`src/rtl/tsd_pkg.sv`:
```
`timescale 1ns/1ps
package tsd_pkg;
  localparam int BYTE_W   = 8;
  localparam int WORD_W   = 2 * BYTE_W;
  localparam int ADDR_W   = 4;
  localparam int FUNC_W   = 4;
  localparam int TIMING_W = 13;
  localparam int PIN_W    = 2;
  localparam int FILT_W   = WORD_W - PIN_W;
  localparam int N_LIMITS = 4;

  typedef enum logic [1:0] {SLOT_FIRST = 2'd0, SLOT_HI = 2'd1, SLOT_LO = 2'd2} slot_e;

  localparam logic [ADDR_W-1:0] A_LIMIT_BASE = 4'h8;
  localparam logic [ADDR_W-1:0] A_CFG0       = 4'hC;
  localparam logic [ADDR_W-1:0] A_CFG1       = 4'hD;
  localparam logic [ADDR_W-1:0] A_CFG2       = 4'hE;

  // read image of configuration word 0
  function automatic logic [WORD_W-1:0] cfg0_image(input logic pen, input logic busy,
                                                   input logic prec,
                                                   input logic [TIMING_W-1:0] tim);
    return {pen, ~busy, prec, tim};
  endfunction

  // clock-select field of the timing value must not be 3
  function automatic logic timing_illegal(input logic [TIMING_W-1:0] tim);
    return tim[TIMING_W-1 -: 2] == 2'b11;
  endfunction

  // limit words alternate high / low starting at the base address
  function automatic logic [WORD_W-1:0] limit_reset(input int idx, input logic [WORD_W-1:0] hi_v,
                                                    input logic [WORD_W-1:0] lo_v);
    return (idx % 2 == 0) ? hi_v : lo_v;
  endfunction
endpackage

```
`src/rtl/tsd_slot_ctrl.sv`:
```
`timescale 1ns/1ps
module tsd_slot_ctrl
  import tsd_pkg::*;
(
  input  logic              clk,
  input  logic              rst_n,
  input  logic              cs_n,
  input  logic              rx_valid,
  input  logic [BYTE_W-1:0] rx_byte,
  output logic              cmd_evt,
  output logic              srst_evt,
  output logic              hdr_evt,
  output logic              mid_evt,
  output logic              last_evt,
  output logic              in_first,
  output logic              is_read,
  output logic [ADDR_W-1:0] reg_addr,
  output logic              pwrdn_sel
);
  slot_e slot_q;
  logic  byte_evt;
  logic  first_evt;

  assign byte_evt  = rx_valid && !cs_n;
  assign in_first  = (slot_q == SLOT_FIRST);
  assign first_evt = byte_evt && in_first;

  always_comb begin
    cmd_evt  = first_evt && rx_byte[7] && !rx_byte[1];
    srst_evt = first_evt && rx_byte[7] && rx_byte[1];
    hdr_evt  = first_evt && !rx_byte[7] && (rx_byte != '0);
    mid_evt  = byte_evt && (slot_q == SLOT_HI);
    last_evt = byte_evt && (slot_q == SLOT_LO);
  end

  always_ff @(posedge clk or negedge rst_n) begin
    if (!rst_n) begin
      slot_q    <= SLOT_FIRST;
      reg_addr  <= '0;
      is_read   <= 1'b0;
      pwrdn_sel <= 1'b0;
    end else if (cs_n) begin
      slot_q <= SLOT_FIRST;
    end else begin
      if (hdr_evt) begin
        slot_q    <= SLOT_HI;
        reg_addr  <= rx_byte[6:3];
        is_read   <= rx_byte[0];
        pwrdn_sel <= rx_byte[1];
      end
      if (mid_evt)  slot_q    <= SLOT_LO;
      if (last_evt) slot_q    <= SLOT_FIRST;
      if (srst_evt) pwrdn_sel <= 1'b0;
    end
  end
endmodule

```
`src/rtl/tsd_regfile.sv`:
```
`timescale 1ns/1ps
module tsd_regfile
  import tsd_pkg::*;
#(
  parameter logic [WORD_W-1:0] LIMIT_HI_RST = 16'h0FFF,
  parameter logic [WORD_W-1:0] LIMIT_LO_RST = 16'h0000,
  parameter logic [WORD_W-1:0] CFG1_MASK    = 16'h0F07
) (
  input  logic                clk,
  input  logic                rst_n,
  input  logic                cmd_evt,
  input  logic                srst_evt,
  input  logic                mid_evt,
  input  logic                last_evt,
  input  logic                is_read,
  input  logic [ADDR_W-1:0]   reg_addr,
  input  logic [BYTE_W-1:0]   rx_byte,
  input  logic                pen_down,
  input  logic                conv_busy,
  output logic [WORD_W-1:0]   rd_word,
  output logic [FUNC_W-1:0]   pend_func,
  output logic                pend_prec,
  output logic                sense_en,
  output logic                host_mode,
  output logic [TIMING_W-1:0] timing,
  output logic [WORD_W-1:0]   cfg1,
  output logic [PIN_W-1:0]    pin_func,
  output logic [FILT_W-1:0]   filter,
  output logic                dev_reset,
  output logic                conv_cancel
);
  logic [N_LIMITS-1:0][WORD_W-1:0] limit_q;
  logic [BYTE_W-1:0]               wr_hi_q;
  logic [WORD_W-1:0]               wr_word;
  logic                            wr_en;
  logic [ADDR_W-1:0]               rd_addr;

  assign wr_word = {wr_hi_q, rx_byte};
  assign wr_en   = last_evt && !is_read;
  assign rd_addr = rx_byte[6:3];

  always_ff @(posedge clk or negedge rst_n) begin
    if (!rst_n) begin
      for (int i = 0; i < N_LIMITS; i++)
        limit_q[i] <= limit_reset(i, LIMIT_HI_RST, LIMIT_LO_RST);
    end else begin
      for (int i = 0; i < N_LIMITS; i++) begin
        if (srst_evt)
          limit_q[i] <= limit_reset(i, LIMIT_HI_RST, LIMIT_LO_RST);
        else if (wr_en && reg_addr == A_LIMIT_BASE + ADDR_W'(i))
          limit_q[i] <= wr_word;
      end
    end
  end

  always_ff @(posedge clk or negedge rst_n) begin
    if (!rst_n) begin
      pend_func   <= '0;
      pend_prec   <= 1'b0;
      sense_en    <= 1'b0;
      host_mode   <= 1'b0;
      timing      <= '0;
      cfg1        <= '0;
      pin_func    <= '0;
      filter      <= '0;
      wr_hi_q     <= '0;
      dev_reset   <= 1'b0;
      conv_cancel <= 1'b0;
    end else begin
      dev_reset   <= srst_evt;
      conv_cancel <= 1'b0;
      if (srst_evt) begin
        pend_func <= '0;
        pend_prec <= 1'b0;
        sense_en  <= 1'b0;
        host_mode <= 1'b0;
        timing    <= '0;
        cfg1      <= '0;
        pin_func  <= '0;
        filter    <= '0;
        wr_hi_q   <= '0;
      end else begin
        if (cmd_evt) begin
          pend_func <= rx_byte[6:3];
          pend_prec <= rx_byte[2];
          sense_en  <= !rx_byte[0];
        end
        if (mid_evt && !is_read) wr_hi_q <= rx_byte;
        if (wr_en) begin
          case (reg_addr)
            A_CFG0: begin
              host_mode   <= wr_word[15];
              sense_en    <= !wr_word[14];
              pend_prec   <= wr_word[13];
              timing      <= wr_word[TIMING_W-1:0];
              conv_cancel <= wr_word[14] && conv_busy;
            end
            A_CFG1: cfg1 <= wr_word & CFG1_MASK;
            A_CFG2: begin
              pin_func <= wr_word[WORD_W-1 -: PIN_W];
              filter   <= wr_word[FILT_W-1:0];
            end
            default: ;
          endcase
        end
      end
    end
  end

  always_comb begin
    case (rd_addr)
      A_CFG0:  rd_word = cfg0_image(pen_down, conv_busy, pend_prec, timing);
      A_CFG1:  rd_word = cfg1;
      A_CFG2:  rd_word = {pin_func, filter};
      default: rd_word = (rd_addr[3:2] == A_LIMIT_BASE[3:2]) ? limit_q[rd_addr[1:0]] : '0;
    endcase
  end
endmodule

```
`src/rtl/tsd_tx_path.sv`:
```
`timescale 1ns/1ps
module tsd_tx_path
  import tsd_pkg::*;
(
  input  logic              clk,
  input  logic              rst_n,
  input  logic              cs_n,
  input  logic              rx_valid,
  input  logic              hdr_evt,
  input  logic              hdr_read,
  input  logic              mid_evt,
  input  logic              is_read,
  input  logic [WORD_W-1:0] rd_word,
  output logic [BYTE_W-1:0] tx_byte
);
  logic [BYTE_W-1:0] lo_q;

  always_ff @(posedge clk or negedge rst_n) begin
    if (!rst_n) begin
      tx_byte <= '0;
      lo_q    <= '0;
    end else if (cs_n) begin
      tx_byte <= '0;
    end else if (hdr_evt && hdr_read) begin
      tx_byte <= rd_word[WORD_W-1 -: BYTE_W];
      lo_q    <= rd_word[BYTE_W-1:0];
    end else if (mid_evt && is_read) begin
      tx_byte <= lo_q;
    end else if (rx_valid) begin
      tx_byte <= '0;
    end
  end
endmodule

```
`src/rtl/touch_serial_decoder.sv`:
```
`timescale 1ns/1ps
module touch_serial_decoder
  import tsd_pkg::*;
#(
  parameter logic [15:0] LIMIT_HI_RST = 16'h0FFF,
  parameter logic [15:0] LIMIT_LO_RST = 16'h0000,
  parameter logic [15:0] CFG1_MASK    = 16'h0F07
) (
  input  logic        clk,
  input  logic        rst_n,
  input  logic        cs_n,
  input  logic        rx_valid,
  input  logic [7:0]  rx_byte,
  input  logic        pen_down,
  input  logic        conv_busy,
  output logic [7:0]  tx_byte,
  output logic [3:0]  pend_func,
  output logic        pend_prec,
  output logic        sense_en,
  output logic        host_mode,
  output logic        pwrdn_sel,
  output logic [12:0] timing,
  output logic        timing_bad,
  output logic [15:0] cfg1,
  output logic [1:0]  pin_func,
  output logic [13:0] filter,
  output logic        dev_reset,
  output logic        conv_cancel
);
  logic              cmd_evt, srst_evt, hdr_evt, mid_evt, last_evt;
  logic              in_first, is_read;
  logic [ADDR_W-1:0] reg_addr;
  logic [WORD_W-1:0] rd_word;

  tsd_slot_ctrl u_slot (
    .clk, .rst_n, .cs_n, .rx_valid, .rx_byte,
    .cmd_evt, .srst_evt, .hdr_evt, .mid_evt, .last_evt,
    .in_first, .is_read, .reg_addr, .pwrdn_sel
  );

  tsd_regfile #(
    .LIMIT_HI_RST(LIMIT_HI_RST), .LIMIT_LO_RST(LIMIT_LO_RST), .CFG1_MASK(CFG1_MASK)
  ) u_regs (
    .clk, .rst_n, .cmd_evt, .srst_evt, .mid_evt, .last_evt, .is_read, .reg_addr,
    .rx_byte, .pen_down, .conv_busy, .rd_word,
    .pend_func, .pend_prec, .sense_en, .host_mode, .timing, .cfg1,
    .pin_func, .filter, .dev_reset, .conv_cancel
  );

  tsd_tx_path u_tx (
    .clk, .rst_n, .cs_n, .rx_valid,
    .hdr_evt, .hdr_read(rx_byte[0]), .mid_evt, .is_read, .rd_word, .tx_byte
  );

  assign timing_bad = timing_illegal(timing);
endmodule

```
`config.mk`:
```
export PLATFORM = sky130hd
export DESIGN_NAME = touch_serial_decoder
export DESIGN_NICKNAME = d
export VERILOG_FILES = /design/src/rtl/tsd_pkg.sv /design/src/rtl/tsd_slot_ctrl.sv /design/src/rtl/tsd_regfile.sv /design/src/rtl/tsd_tx_path.sv /design/src/rtl/touch_serial_decoder.sv
export SDC_FILE = /design/constraint.sdc
export NUM_CORES = 1
export LEC_CHECK = 0
export BUFFER_PORTS_ARGS = -buffer_cell sky130_fd_sc_hd__buf_2
export CORE_AREA = 2 2 125 127
export CTS_CLUSTER_SIZE = 8
export DETAILED_ROUTE_END_ITERATION = 7
export DIE_AREA = 0 0 127 129
export GPL_TIMING_DRIVEN = 0
export PLACE_DENSITY = 0.73
export SETUP_SLACK_MARGIN = 0.2
export SLEW_MARGIN = 15
export SYNTH_ARGS = -nofsm -noshare
export SYNTH_HDL_FRONTEND = slang
export SYNTH_SLANG_ARGS = --single-unit
export TNS_END_PERCENT = 20
```
`constraint.sdc`:
```
create_clock -name clk -period 3.8 [get_ports clk]
set_clock_uncertainty 0.2 [all_clocks]
set_input_delay 0.95 -clock clk [delete_from_list [all_inputs] [get_ports clk]]
set_output_delay 0.95 -clock clk [all_outputs]
set_load 0.1 [all_outputs]
```
==> impl_metrics.toml, run 1 <==
[sta]
tightest_slew_ns = 0.828
layout_min_cycle_time_ns = 2.53
finalHoldWorstSlack_ns = 0.233
setup_viol_count_final = 0
drv_slew = 0
grt_setup_unrepaired = "false"
fmaxAchievable_ghz = 0.396
timing_hold_violations_final = 0
post-route-period-util = 0.665
fin_ws_ns = 1.27
max_slew_margin = 0.448

[power_and_ir_drop]
fin_total_pwr_uw = 4080
irDropWorstVdd_mv = 0.369
p_per_area_mw_per_mm2 = 520
power_leakage_uw = 0.00357

[synthesis]
synthAdderAreaFrac = 0
muxShareOfSynthArea = 0.0969
post_synth.cell_area_avg_um2 = 10.3
synthSimpleGateAreaFrac = 0.156
async_reset_ff_frac = 1.00
ys_warn_count = 0
syn_inst = 634
synth.lib_cells_used.distinct = 44
synth.cell_area_mm2 = 0.00653
postSynth.topFlopCell = "dfrtp_1"
xor_xnor_share_of_the_synthesized_area = 0
synth-seq-cells = 141
synth_sequential_area_ratio = 0.545
synth_top_family_by_area = "simple AND/OR/NAND/NOR gates"
post-synth-top-area-fraction = 0.448
post_synth_main_area_contributors = "dfrtp_1, dfstp_2, o21ai_0"
yosysTopAreaCell = "dfrtp_1"
synth_compound_area_frac = 0.146
number_of_enable_flip_flop_cells_after_synthesis = 0

[clocking]
ctsRootBufferMaster = "clkbuf_16"
cts-root-to-sink-buffers = 2
cts_tree = "done"
clock_sinks = 141
cts-resized-gates = 0
cts_inserted_buffers = 17
hold_buf_cts = 0
insertion_delay_ns = 0.43
clkSlewWorstSetupHoldPaths_ns = 0.06
h-tree-depth = 4
post_cts_buffers = 0

[setup_path]
timing.rr.end = "u_regs.timing[6]$_DFFE_PN0P_"
cpPeakStageDelay_ns = 0.41
end_kind = "primary output"
worstSetupStartpointType = "register"
crit_path_cell_trace = "and2_1 -> buf_2"
critical_path_required_ns = 2.65
largest_fanout_on_the_critical_path = 4
worstPathArrival_ns = 1.38
critical-path-slowest-cell = "buf_2"
setup.reg_to_reg.worst_slack_ns = 1.42
reg2regPathDepth = 6
r2r-start = "u_slot.slot_q[0]$_DFFE_PN0P_"
crit_type = "reg -> out"
worst-path-buf-inv = 1
timing.critical_path.max_delay_family = "buffers and inverters"

[final_layout]
post-route-cell-area_mm2 = 0.00783
mostFrequentLayoutCell = "dfrtp_1"
fin_util = 0.523
multi_input_logic_area_mm2 = 0.00264
antennaDiodeCount = 0
layout_common_cells = "dfrtp_1, o21ai_0, buf_2"
design.final.nets = 739
drive_gt1_frac = 0.234
seqCellArea_mm2 = 0.00356
area.growth.synth_to_final_pct = 19.9
fillerInstances = 1334

[place]
port_buffers = 63
place_worst_setup_slack_ns = 0.892
post-dp-hpwl_um = 13700
placed_area_mm2 = 0.00715
final_replace_weighted_congestion = 0.906

[floorplan]
die_area_mm2 = 0.0164
core_mm2 = 0.0150
floorplan.rows = 45
die_x_um = 127
initial_utilization = 0.436
boundaryPins = 78
floorplan.die.height_um = 129

[global_route]
grt_pass1_wl_um = 31400
antenna_found_initial = 0
grt_start_max_net_pins = 83
grt_remaining_overflow = 0
number_of_global_route_vias_before_repair = 5560
grt_use_total = 0.255

[run]
drv_cap = 0

[drt]
remaining_drc_errors = 0
m1WireLength_um = 8030
number_of_drc_violations_after_detailed_routing_iteration_0 = 469
routed_wirelength_um = 20000
vias = 5542
detail_route.first_pass.iterations = 7
highest_layer = "met4"
ant_nets = 0
wire_per_inst_um = 21.6
met3RoutedLength_um = 1880
drt-vias-per-instance = 5.98
dr_wl_met2_um = 9510

[status]
run_status = "finished clean"

[worst_hold_path]
hold_removal_path_class = "in -> async"
## state kept, by name, summed over array words and instances, names as in the netlist
name / flops
u_regs.filter: 14
u_regs.conv_cancel: 1
u_regs.dev_reset: 1
u_slot.pwrdn_sel: 1
u_regs.pend_prec: 1
u_tx.lo_q: 8
u_tx.tx_byte: 8
u_regs.pend_func: 4
u_regs.timing: 13
u_regs.wr_hi_q: 8
u_regs.sense_en: 1
u_regs.pin_func: 2
u_slot.reg_addr: 4
u_slot.is_read: 1
u_regs.host_mode: 1
u_regs.limit_q: 64
u_slot.slot_q: 2
u_regs.cfg1: 7
## cell families (layout without fill, tap and decap cells)
family / count (synthesis) / after routing
AO/OA/AOI/OAI: 168 / 168
buffers and inverters: 76 / 172
flip-flops: 141 / 141
multiplexers: 43 / 43
other: 1 / 9
AND/OR/NAND/NOR: 205 / 205
## area by class of cell
class                           count  area share
Clock inverter                     10      0.0268
Clock buffer                       22      0.0605
Sequential cell                   141       0.454
Tap cell                          188      0.0300
Buffer                             63      0.0404
Timing Repair Buffer               64      0.0450
Inverter                           13     0.00623
Multi-Input combinational cell    425       0.337
## per-layer routing
metal / GRT usage / vias to the layer above
met5: 0 / -
li1: - / 2446
met4: 0.0970 / 0
met1: 0.322 / 2735
met2: 0.413 / 305
met3: 0.0815 / 56
## cell usage after synthesis (2+ instances only)
cell	n
a211oi_1	8
a21o_1	5
a21oi_1	41
a22oi_1	8
a2bb2oi_1	4
and2_1	2
and3_1	2
and4_1	2
buf_1	7
buf_2	16
buf_4	14
clkbuf_1	25
clkinv_1	2
dfrtp_1	117
dfstp_2	24
inv_1	11
mux2_4	3
mux2i_1	25
mux4_2	15
nand2_1	42
nand3_1	73
nand4_1	7
nor2_1	43
nor2b_1	5
nor3_1	21
o21ai_0	86
o31ai_1	9
## worst max path at each step
stage,startpoint,endpoint,slack [ns],cells after the start
2_1_floorplan,u_regs.timing[12]$_DFFE_PN0P_,timing_bad,0.85,1
3_3_place_gp,rst_n,u_regs.cfg1[8]$_DFFE_PN0P_,-0.39,1
3_5_place_dp,rx_byte[4],u_regs.limit_q[52]$_DFFE_PN0P_,0.89,5
4_1_cts,u_regs.timing[12]$_DFFE_PN0P_,timing_bad,1.27,2
5_1_grt,u_regs.timing[12]$_DFFE_PN0P_,timing_bad,1.21,2
6_report,u_regs.timing[12]$_DFFE_PN0P_,timing_bad,1.27,2
## where the power goes
group / switching, uW / internal, uW
sequential: 54.2 / 1590
combinational: 365 / 128
clock: 655 / 1280
## metrics by stage
stage / TNS [ns] / instances
3_3_place_gp: -45.09 / 893
3_5_place_dp: 0 / 894
2_1_floorplan: 0 / 642
6_report: 0 / 926
4_1_cts: 0 / 926
5_1_grt: 0 / 926
Note: power is estimated with default switching activity, not from simulation.
==> inputs of run 2 (changes only) <==
==> constraint.sdc (replaced) <==
create_clock -name clk -period 2.56 [get_ports clk]
set_clock_uncertainty 0.2 [all_clocks]
set_input_delay 0.64 -clock clk [delete_from_list [all_inputs] [get_ports clk]]
set_output_delay 0.64 -clock clk [all_outputs]
set_load 0.1 [all_outputs]
==> impl_metrics.toml, run 2 (same netlist as run 1, synthesis figures left out) <==
[status]
run_status = "finished clean"

[floorplan]
core_mm2 = 0.0150
floorplan.rows = 45
die_x_um = 127
boundaryPins = 78
die_area_mm2 = 0.0164
floorplan.die.height_um = 129
initial_utilization = 0.436

[sta]
timing_hold_violations_final = 0
drv_slew = 0
post-route-period-util = 0.879
setup-tns-final_ns = 0
grt_setup_unrepaired = "false"
setup_viol_count_final = 0
fmaxAchievable_ghz = 0.444
layout_min_cycle_time_ns = 2.25
tightest_slew_ns = 0.843
finalHoldWorstSlack_ns = 0.252
max_slew_margin = 0.438

[place]
post-dp-hpwl_um = 13700
port_buffers = 63
final_replace_weighted_congestion = 0.883
dp_cells = 894

[clocking]
clkSlewWorstSetupHoldPaths_ns = 0.06
h-tree-depth = 4
cts-root-to-sink-buffers = 2
clock_sinks = 141
insertion_delay_ns = 0.43
cts_inserted_buffers = 17
cts_tree = "done"
ctsRootBufferMaster = "clkbuf_16"

[global_route]
grt_use_total = 0.254
grt_start_max_net_pins = 81
number_of_global_route_vias_before_repair = 5431
grt_pass1_wl_um = 31300
antenna_found_initial = 0
grt_remaining_overflow = 0

[worst_hold_path]
hold_removal_path_class = "in -> reg"

[power_and_ir_drop]
irDropWorstVdd_mv = 0.506
fin_total_pwr_uw = 5870
p_per_area_mw_per_mm2 = 751
power_leakage_uw = 0.00358

[final_layout]
drive_gt1_frac = 0.243
fin_util = 0.522
antennaDiodeCount = 0
design.final.nets = 742
mostFrequentLayoutCell = "dfrtp_1"
area.growth.synth_to_final_pct = 19.7
layout_common_cells = "dfrtp_1, o21ai_0, buf_2"
fin_cells = 929
largest-register = "u_regs.limit_q"
flip_flop_count_of_the_largest_register_all_copies_and_words_added = 64
fillerInstances = 1342
largest_registers = "u_regs.limit_q (64), u_regs.filter (14), u_regs.timing (13)"

[setup_path]
reg2regPathDepth = 7
setup.reg_to_reg.worst_slack_ns = 0.31
timing.rr.end = "u_regs.limit_q[25]$_DFFE_PN0P_"
crit_type = "reg -> reg"
worstPathArrival_ns = 2.33
critical_path_required_ns = 2.64
r2r-start = "u_slot.slot_q[1]$_DFFE_PN0P_"
worstSetupStartpointType = "register"
worst_setup_path_endpoint = "u_regs.limit_q[25]$_DFFE_PN0P_"
setup.worst_path.start = "u_slot.slot_q[1]$_DFFE_PN0P_"
largest_fanout_on_the_critical_path = 10
end_kind = "register"

[drt]
routed_wirelength_um = 19900
number_of_drc_violations_after_detailed_routing_iteration_0 = 680
ant_nets = 0
m1WireLength_um = 8130
met3RoutedLength_um = 1730
vias = 5568
dr_wl_met2_um = 9520
remaining_drc_errors = 0
detail_route.first_pass.iterations = 5
drt-vias-per-instance = 5.99
highest_layer = "met4"
wire_per_inst_um = 21.5

[run]
drv_cap = 0
[run 2: cell types whose count changed in the layout (fill, tap and decap cells not counted), moves of 2 or more]
cell,change
clkinv_2,+8
clkinvlp_4,-3
buf_4,+2
clkbuf_1,-2
clkbuf_8,-2
dfrtp_1,-2
dfrtp_2,+2
[run 2: timing repair]
item                                    4_1_cts  5_1_grt
endpoints found under the setup margin        0       31
hold buffers                                  1        0
resized for setup                             0        0
hold endpoints to repair                     57        0
setup buffers                                 0        2
[run 2: final cells by class]
class | instances | area [um2] | area share
repair buffers | 67 | 378 | 0.0484
flip-flops and latches | 141 | 3560 | 0.456
clock buffers | 18 | 439 | 0.0562
clock inverters | 14 | 198 | 0.0253
well taps | 188 | 235 | 0.0301
multi-input cells | 425 | 2640 | 0.338
plain buffers | 63 | 317 | 0.0405
inverters | 13 | 48.8 | 0.00624
[run 2: how the worst min path moves through the flow]
stage                     depth (start not counted)                            start  slack (ns)                         endpoint
after floorplan                                   0                            rst_n        0.14       u_regs.cfg1[0]$_DFFE_PN0P_
after global placement                            2  u_regs.pend_func[2]$_DFFE_PN0P_        0.26  u_regs.pend_func[2]$_DFFE_PN0P_
after detailed placement                          1         u_tx.lo_q[0]$_DFFE_PN0P_        0.27         u_tx.lo_q[0]$_DFFE_PN0P_
after CTS                                         3                        conv_busy        0.24     u_regs.conv_cancel$_DFF_PN0_
after global routing                              3                        conv_busy        0.27     u_regs.conv_cancel$_DFF_PN0_
final                                             3                        conv_busy        0.25     u_regs.conv_cancel$_DFF_PN0_
[run 2: worst max-delay path, stage by stage, from the launching register on]
cell	delay [ns]
dfrtp_1	0.45
nor4b_4	0.30
buf_4	0.20
nand3_1	0.10
buf_2	0.22
buf_2	0.22
nand2_1	0.24
o21ai_0	0.17
[run 2: power breakdown]
part	internal (uW)	switching (uW)	leakage, uW
logic	193	541	0.00141
registers	2360	83.8	0.00186
clock network	1740	955	0.000319
[run 2: metal layers]
layer  GRT usage  vias to the layer above
li1            -                     2441
met1       0.343                     2754
met2       0.403                      318
met3      0.0466                       55
met4       0.114                        0
met5           0                        -
[run 2: per-stage QoR]
step | cell area (um2) | setup WS [ns]
finish | 7820 | 0.309
CTS | 7800 | 0.264
detailed placement | 7150 | -0.0136
global placement | 7120 | -1.60
floorplan | 6570 | 0.366
global route | 7820 | 0.240
